[src/rtl/sysclk_pkg.sv]
package sysclk_pkg;

    localparam int REG_W   = 8;
    localparam int CODE_W  = 2;
    localparam int SHIFT_W = 4;

    localparam int BIT_RSV  = 7;
    localparam int BIT_OSC  = 6;
    localparam int BIT_STAT = 5;
    localparam int BIT_HALT = 4;
    localparam int BIT_WEN  = 3;
    localparam int BIT_LP   = 2;

    typedef struct packed {
        logic              osc_sel;
        logic              halt;
        logic              wake_en;
        logic              lp_en;
        logic [CODE_W-1:0] div_code;
    } ctl_reg_t;

    typedef logic [SHIFT_W-1:0] shift_t;

    function automatic ctl_reg_t ctl_reset();
        ctl_reg_t r;
        r          = '0;
        r.osc_sel  = 1'b1;
        return r;
    endfunction

    function automatic shift_t pick_shift(input logic lp, input logic [CODE_W-1:0] code,
                                          input shift_t lp_shift);
        shift_t s;
        if (lp) s = lp_shift;
        else    s = shift_t'(code);
        return s;
    endfunction

    function automatic logic [REG_W-1:0] pack_read(input ctl_reg_t r, input logic status);
        logic [REG_W-1:0] v;
        v           = '0;
        v[BIT_RSV]  = 1'b0;
        v[BIT_OSC]  = r.osc_sel;
        v[BIT_STAT] = status;
        v[BIT_HALT] = r.halt;
        v[BIT_WEN]  = r.wake_en;
        v[BIT_LP]   = r.lp_en;
        v[CODE_W-1:0] = r.div_code;
        return v;
    endfunction

endpackage

[src/rtl/sysclk_wake.sv]
module sysclk_wake #(
    parameter int          WAKE_N    = 9,
    parameter logic [WAKE_N-1:0] WAKE_MASK = '1
) (
    input  logic [WAKE_N-1:0] wake_evt,
    output logic              any_wake
);
    logic [WAKE_N-1:0] qual;

    for (genvar i = 0; i < WAKE_N; i++) begin : g_qual
        assign qual[i] = wake_evt[i] & WAKE_MASK[i];
    end

    assign any_wake = |qual;

endmodule

[src/rtl/sysclk_regs.sv]
module sysclk_regs
    import sysclk_pkg::*;
(
    input  logic             clk,
    input  logic             rst,
    input  logic             wr_en,
    input  logic [REG_W-1:0] wr_data,
    input  logic             any_wake,
    input  logic             ext_wake,
    output ctl_reg_t         ctl
);
    ctl_reg_t ctl_q, ctl_d;
    logic     wen_blocked;
    logic     exit_lp;

    assign wen_blocked = ctl_q.lp_en && any_wake && wr_data[BIT_WEN];
    assign exit_lp     = ctl_q.lp_en && ctl_q.wake_en && any_wake;

    always_comb begin
        ctl_d = ctl_q;
        if (wr_en) begin
            ctl_d.osc_sel = wr_data[BIT_OSC];
            ctl_d.halt    = wr_data[BIT_HALT];
            ctl_d.lp_en   = wr_data[BIT_LP];
            if (!wen_blocked)  ctl_d.wake_en  = wr_data[BIT_WEN];
            if (!ctl_q.lp_en)  ctl_d.div_code = wr_data[CODE_W-1:0];
        end
        if (exit_lp)  ctl_d.lp_en = 1'b0;
        if (ext_wake) ctl_d.halt  = 1'b0;
    end

    always_ff @(posedge clk) begin
        if (rst) ctl_q <= ctl_reset();
        else     ctl_q <= ctl_d;
    end

    assign ctl = ctl_q;


    code_held_chk: assert property (@(posedge clk) disable iff (rst)
        ctl_q.lp_en |=> $stable(ctl_q.div_code));


    wake_exit_chk: assert property (@(posedge clk) disable iff (rst)
        (ctl_q.lp_en && ctl_q.wake_en && any_wake) |=> !ctl_q.lp_en);


    wen_block_chk: assert property (@(posedge clk) disable iff (rst)
        (wr_en && wr_data[BIT_WEN] && ctl_q.lp_en && any_wake && !ctl_q.wake_en)
        |=> !ctl_q.wake_en);


    halt_clear_chk: assert property (@(posedge clk) disable iff (rst)
        ext_wake |=> !ctl_q.halt);

endmodule

[src/rtl/sysclk_div.sv]
module sysclk_div
    import sysclk_pkg::*;
#(
    parameter int LP_SHIFT = 8
) (
    input  logic              clk,
    input  logic              rst,
    input  logic              lp_en,
    input  logic [CODE_W-1:0] div_code,
    input  logic              halt,
    output logic              clk_en
);
    localparam int CNT_W = LP_SHIFT;

    logic [CNT_W-1:0] cnt_q;
    logic [CNT_W-1:0] last;
    shift_t           shift_q;
    shift_t           shift_tgt;
    logic             term;

    assign shift_tgt = pick_shift(lp_en, div_code, shift_t'(LP_SHIFT));

    always_comb begin
        last = '0;
        for (int b = 0; b < CNT_W; b++) begin
            if (b < int'(shift_q)) last[b] = 1'b1;
        end
    end

    assign term = (cnt_q == last);

    always_ff @(posedge clk) begin
        if (rst) begin
            cnt_q   <= '0;
            shift_q <= '0;
        end else if (term) begin
            cnt_q   <= '0;
            shift_q <= shift_tgt;
        end else begin
            cnt_q   <= cnt_q + 1'b1;
        end
    end

    assign clk_en = term && !halt && !rst;


    cnt_in_range_chk: assert property (@(posedge clk) disable iff (rst)
        cnt_q <= last);


    ratio_switch_chk: assert property (@(posedge clk) disable iff (rst)
        (shift_q != $past(shift_q)) |-> $past(term));

endmodule

[src/rtl/sysclk_ctl.sv]
module sysclk_ctl
    import sysclk_pkg::*;
#(
    parameter int WAKE_N   = 9,
    parameter int LP_SHIFT = 8
) (
    input  logic              clk,
    input  logic              rst,
    input  logic              wr_en,
    input  logic [7:0]        wr_data,
    output logic [7:0]        rd_data,
    input  logic              xtal_ready,
    input  logic [WAKE_N-1:0] wake_evt,
    input  logic              ext_wake,
    output logic              ring_sel_o,
    output logic              stop_o,
    output logic              clk_en
);
    ctl_reg_t ctl;
    logic     any_wake;
    logic     status;

    sysclk_wake #(.WAKE_N(WAKE_N)) u_wake (
        .wake_evt (wake_evt),
        .any_wake (any_wake)
    );

    sysclk_regs u_regs (
        .clk      (clk),
        .rst      (rst),
        .wr_en    (wr_en),
        .wr_data  (wr_data),
        .any_wake (any_wake),
        .ext_wake (ext_wake),
        .ctl      (ctl)
    );

    sysclk_div #(.LP_SHIFT(LP_SHIFT)) u_div (
        .clk      (clk),
        .rst      (rst),
        .lp_en    (ctl.lp_en),
        .div_code (ctl.div_code),
        .halt     (ctl.halt),
        .clk_en   (clk_en)
    );

    assign status     = ctl.osc_sel | ~xtal_ready;
    assign ring_sel_o = status;
    assign stop_o     = ctl.halt;
    assign rd_data    = pack_read(ctl, status);


    halt_gate_chk: assert property (@(posedge clk) disable iff (rst)
        stop_o |-> !clk_en);


    xtal_src_chk: assert property (@(posedge clk) disable iff (rst)
        (!rd_data[BIT_OSC] && xtal_ready) |-> !ring_sel_o);

endmodule

[config.mk]
export PLATFORM = sky130hd
export DESIGN_NAME = sysclk_ctl
export DESIGN_NICKNAME = d
export VERILOG_FILES = /design/src/rtl/sysclk_pkg.sv /design/src/rtl/sysclk_wake.sv /design/src/rtl/sysclk_regs.sv /design/src/rtl/sysclk_div.sv /design/src/rtl/sysclk_ctl.sv
export SDC_FILE = /design/constraint.sdc
export NUM_CORES = 1
export LEC_CHECK = 0
export CAP_MARGIN = 20
export CORE_AREA = 2 2 48 50
export DETAILED_ROUTE_END_ITERATION = 6
export DIE_AREA = 0 0 50 52
export PLACE_DENSITY = 0.85
export SYNTH_ARGS = -nofsm -noshare
export SYNTH_HDL_FRONTEND = slang
export SYNTH_HIERARCHICAL = 1
export SYNTH_SLANG_ARGS = --single-unit
[constraint.sdc]
create_clock -name clk -period 2.06 [get_ports clk]
set_input_delay 0.309 -clock clk [delete_from_list [all_inputs] [get_ports clk]]
set_output_delay 0.309 -clock clk [all_outputs]
set_load 0.01 [all_outputs]
# After elaboration in Yosys (flattened, before gate mapping)
# Index checks and enable logic that the tools add are counted.
# totals
regBits	18
latchBits	0
ram_bits	0
rom_bits	0
input_bits	22
output_inout_bits	11
elab_cells	44
n_memories	0
# classes
add_sub_neg	1
n_mul	0
div_mod_pow	0
order_cmp	8
eq_ne	1
shift	0
muxes	9
bitwise_logic	4
n_reduce_logical	14
# ops
operator	n
3-bit by 4-bit less-than comparator with 1-bit output, first input constant	4
9-bit OR reduction	1
8-bit by 1-bit adder with 8-bit output, second input constant	1
8-bit equality test	1
1-bit by 4-bit less-than comparator with 1-bit output, first input constant	2
2-bit by 4-bit less-than comparator with 1-bit output, first input constant	2
1-bit two-way mux	8
1-bit logical AND	6
2-bit OR reduction	3
4-bit two-way mux	1
2-bit AND reduction	2
1-bit inverter	3
1-bit logical NOT	2
1-bit bitwise OR	1

# Longest topological paths before layout
# logic_depth
depth_word	5
ltp_mapped	5
depth_no_buf	5

# Hierarchy
# The synthesis kept the hierarchy.
# modules_own_cells
module	instances	cells_each	area_each_um2	seq_area_each_um2
sysclk_div	1	61	558.0	220.2
sysclk_regs	1	22	237.7	120.1
sysclk_ctl	1	5	32.5	0.0
sysclk_wake	1	4	20.0	0.0

# Worst setup path after synthesis
# Ideal clock, no wire load.
# synth_path
path_kind	register to output
from	register u_div.shift_q[0]
to	output port clk_en
arrival_ns	1.516
required_time_ns	1.751
slack_ns	0.235
stages_incl_launch_ff	5
path_buffers	0
path_cell_list	dfxtp_1 -> or2_1 -> o41a_1 -> a211oi_2 -> nor3b_1
# synth_via
elab_chain_len	5
word_cells_on_any_way	19
classes_between	order compare: 8; eq/ne: 1; mux: 8; reduce/logical: 2
# synth_rtl
item	line	source
start: declaration	sysclk_div.sv:17	shift_t shift_q;
start signal: assignment	sysclk_div.sv:38	shift_q <= shift_tgt;
1-bit by 4-bit less-than comparator with 1-bit output, or another cell as far along	sysclk_div.sv:26	if (b < int'(shift_q)) last[b] = 1'b1;
1-bit two-way mux	sysclk_div.sv:26	
8-bit equality test (*)	sysclk_div.sv:30	assign term = (cnt_q == last);
1-bit logical AND (*) (2 in series)	sysclk_div.sv:44	assign clk_en = term && !halt && !rst;
end: declaration	sysclk_ctl.sv:17	output logic clk_en
# Mark *: on every way between the ends. The rest lies on a longest branch, timed or not.

# Worst setup path in the final report
# Ends and elaborated chain as after synthesis.

==> impl_metrics.csv <==
group,metric,value,unit
routing,ant_nets,0,
global_route,grt_pass1_wl,3.05,mm
routing,wl,1.83,mm
power,power_density,756,nW/um2
routing,drtIter0Drc,2,
routing,wire_per_inst,11.7,um
power,p_switching,0.298,mW
floorplanning,die_w,50,um
setup_path,crit_arrival,1.71,ns
clock_network,post_cts_buffers,0,
synthesis,synth_top_area_share,0.401,
finish,n_fill_cell,170,
outcome,status,"finished clean",
clock_network,clockBufferDepth,2,
sta,max_freq,0.495,GHz
power,power_frac_seq,0.416,
min_path,holdCritStartpoint,"u_regs/ctl[1]$_SDFFE_PP0P_",
clock_network,cts.reportedPaths.clkPinSlew,0.09,ns
placement,numPlacedInstances,152,
global_route,grt_overflow,0,
synthesis,ys_warn_count,6,
sta,worst_slack,0.0415,ns
sta,rsz0062_at_grt,"yes",
power,p_leak,0.459,nW
routing,remaining_drc_errors,0,
setup_path,crit_fanout,2,
synthesis,syn-cell-area,848,um2
power,p_int,0.629,mW
global_route,use_met3,0.0431,
setup_path,setup.worst_path.start,"u_div/shift_q[0]$_SDFFE_PP0N_",
global_route,antenna_found_initial,0,
floorplanning,num_rows,17,
sta,post-route-period-util,0.980,
sta,skew,0.0122,ns
placement,io_buffers,29,
clock_network,cts_tree,"done",
power,finalPower,0.927,mW
setup_path,regToRegStartpoint,"u_div/shift_q[0]$_SDFFE_PP0N_",
power,vdd_drop_max,0.000373,V
finish,diodes,0,
sta,setup_violations,0,
finish,final_cells,156,
synthesis,synth_top_area_cell,"dfxtp_1",
clock_network,ctsHtreeMaxLevel,1,
global_route,busiest_layer,"met2",
synthesis,ys_types,30,
clock_network,cts.sinks,17,
routing,firstDrtPassIters,3,
routing,viasPerCell,5.02,
synthesis,synth_seq_cells,17,
global_route,grt_pass1_vias,754,
floorplanning,initial_core_util,0.403,
finish,drive_above_1_share,0.141,
synthesis,synthCells,92,
floorplanning,core,2110,um2
power,combPwrFrac,0.392,
synthesis,synth_fp_nets,115,
clock_network,cts-root-buf,"clkbuf_4",
clock_network,numCtsBuffers,3,
min_path,min_path_type,"reg2reg",
setup_path,cp.required,1.75,ns
global_route,grt_util_met2,0.296,
setup_path,worstSetupEndpointType,"output pin",
power,switching_share,0.321,
floorplanning,die_y,52,um
floorplanning,die_area,2600,um2
finish,area_delta_synth_final,44.4,%
sta,hold_viol_final,0,
finish,fin_nets,152,
synthesis,syn_avg_cell_area,9.22,um2
setup_path,crit_type,"reg2out",
placement,place.gp.congestion,0.820,
placement,hpwl,1.46,mm
power,clkPwrFrac,0.192,
clock_network,ctsHoldBuffers,0,
sta,min_period,2.02,ns
finish,final_util,0.582,
floorplanning,num_io_pins,33,
synthesis,synth-seq-area-share,0.401,
sta,final_max_slew_viol_count,0,
global_route,grt_util_all_layers,0.156,
clock_network,worstSkewPairLatency,0.29,ns
global_route,use_met1,0.158,
routing,vias,783,
placement,place_ws,-0.161,ns
global_route,grt_max_degree,20,
synthesis,ys_top_cells_by_area,"dfxtp_1 40%, mux2i_1 9.4%, nor3_1 6.5%, xnor2_1 4.1%, buf_4 3.5%",
flow_run,maxCapViolCount,0,
setup_path,cp-start-kind,"flip-flop",
==> layer usage <==
layer,share of wire,up-vias
met4,0.0071,0
met3,0.048,2
met5,0,-
li1,-,396
met2,0.52,23
met1,0.42,362
==> per-stage QoR <==
stage          setup TNS (ns)  hold WS [ns]  area, um2
6_report                    0         0.487       1220
5_1_grt               -0.0672         0.525       1220
4_1_cts                     0         0.491       1220
3_5_place_dp           -0.161         0.476       1200
3_3_place_gp           -0.118         0.470       1200
2_1_floorplan               0         0.381        848
==> power groups by stage <==
| stage | sequential (mW) | clock [mW] | combinational [mW] |
|---|---|---|---|
| after floorplan | 0.399 | 0 | 0.238 |
| after CTS | 0.385 | 0.187 | 0.367 |
| after detailed placement | 0.392 | 0 | 0.374 |
| after global routing | 0.390 | 0.199 | 0.393 |
| final | 0.386 | 0.178 | 0.363 |
| after global placement | 0.391 | 0 | 0.364 |
==> final timing paths <==
check / to / slack [ns] / depth (start not counted)
hold reg to reg: u_div/shift_q[1]$_SDFFE_PP0N_ / 0.49 / 2
setup / recovery: clk_en / 0.04 / 5
setup reg to reg: u_div/shift_q[0]$_SDFFE_PP0N_ / 0.50 / 5
hold / removal: u_div/shift_q[1]$_SDFFE_PP0N_ / 0.49 / 2
==> flip-flops by register name, indices dropped and copies added (netlist names) <==
name,cells
u_div/cnt_q,8
u_regs/ctl,6
u_div/shift_q,3
==> placed cells by master, fill, tap and decap left out, drive strengths merged, types with 2 or more instances in the layout <==
master and count:
nor3b 2, or2b 2, xnor2 4, nor2b 3, dfxtp 17, nand3 3, nand2 7, nor4 3
mux2i 8, clkdlybuf4s50 28, buf 10, clkbuf 3, nor3 11, xor2 2, nor2 7, nand2b 4
==> what timing repair did <==
| action | in CTS | in global routing |
|---|---|---|
| pin swaps | 1 | 0 |
| gates resized for setup | 6 | 1 |
| setup endpoints to repair | 1 | 1 |
| hold endpoints to repair | 0 | 0 |
==> cell families after synthesis <==
family,after synthesis,share of synthesized area
DFF,17,0.401
other,1,0.00442
buffers and inverters,6,0.0531
and+or+nand+nor,46,0.295
adders and majority gates,1,0.0147
AOI/OAI and AO/OA,7,0.0752
xor gates and xnor gates,6,0.0619
muxes,8,0.0944
==> Yosys cell counts <==
| cell type | instances |
|---|---|
| xor2_1 | 2 |
| or2_1 | 1 |
| nand3_1 | 3 |
| nand4_1 | 1 |
| ha_1 | 1 |
| a311oi_1 | 1 |
| nor4_1 | 3 |
| a221oi_1 | 1 |
| xnor2_1 | 4 |
| and4_1 | 1 |
| o2111ai_1 | 1 |
| clkbuf_1 | 1 |
| dfxtp_1 | 17 |
| a211oi_2 | 1 |
| nor2_1 | 7 |
| o41a_1 | 1 |
| a21oi_1 | 1 |
| or2b_1 | 2 |
| and2_1 | 1 |
| nor3b_1 | 2 |
| nor2b_4 | 1 |
| mux2i_1 | 8 |
| nand2b_1 | 4 |
| nor3_1 | 11 |
| buf_4 | 4 |
| buf_6 | 1 |
| a211o_1 | 1 |
| conb_1 | 1 |
| nor2b_1 | 2 |
| nand2_1 | 7 |
==> critical path: stages, from the launching register on <==
cell and delay, ns:
dfxtp_1 0.32, or2_1 0.24, o41a_1 0.33, a211oi_2 0.20
nor3b_2 0.19, buf_2 0.16
==> layout make-up <==
cell class	instances	area, um2	share of cell area
timing repair buffer	38	353	0.288
clock buffer	3	22.5	0.0184
multi-input combinational	69	468	0.382
sequential	17	342	0.279
tap	28	35.0	0.0286
clock inverter	1	5.00	0.00409
Power figures use the tool's default switching activity.
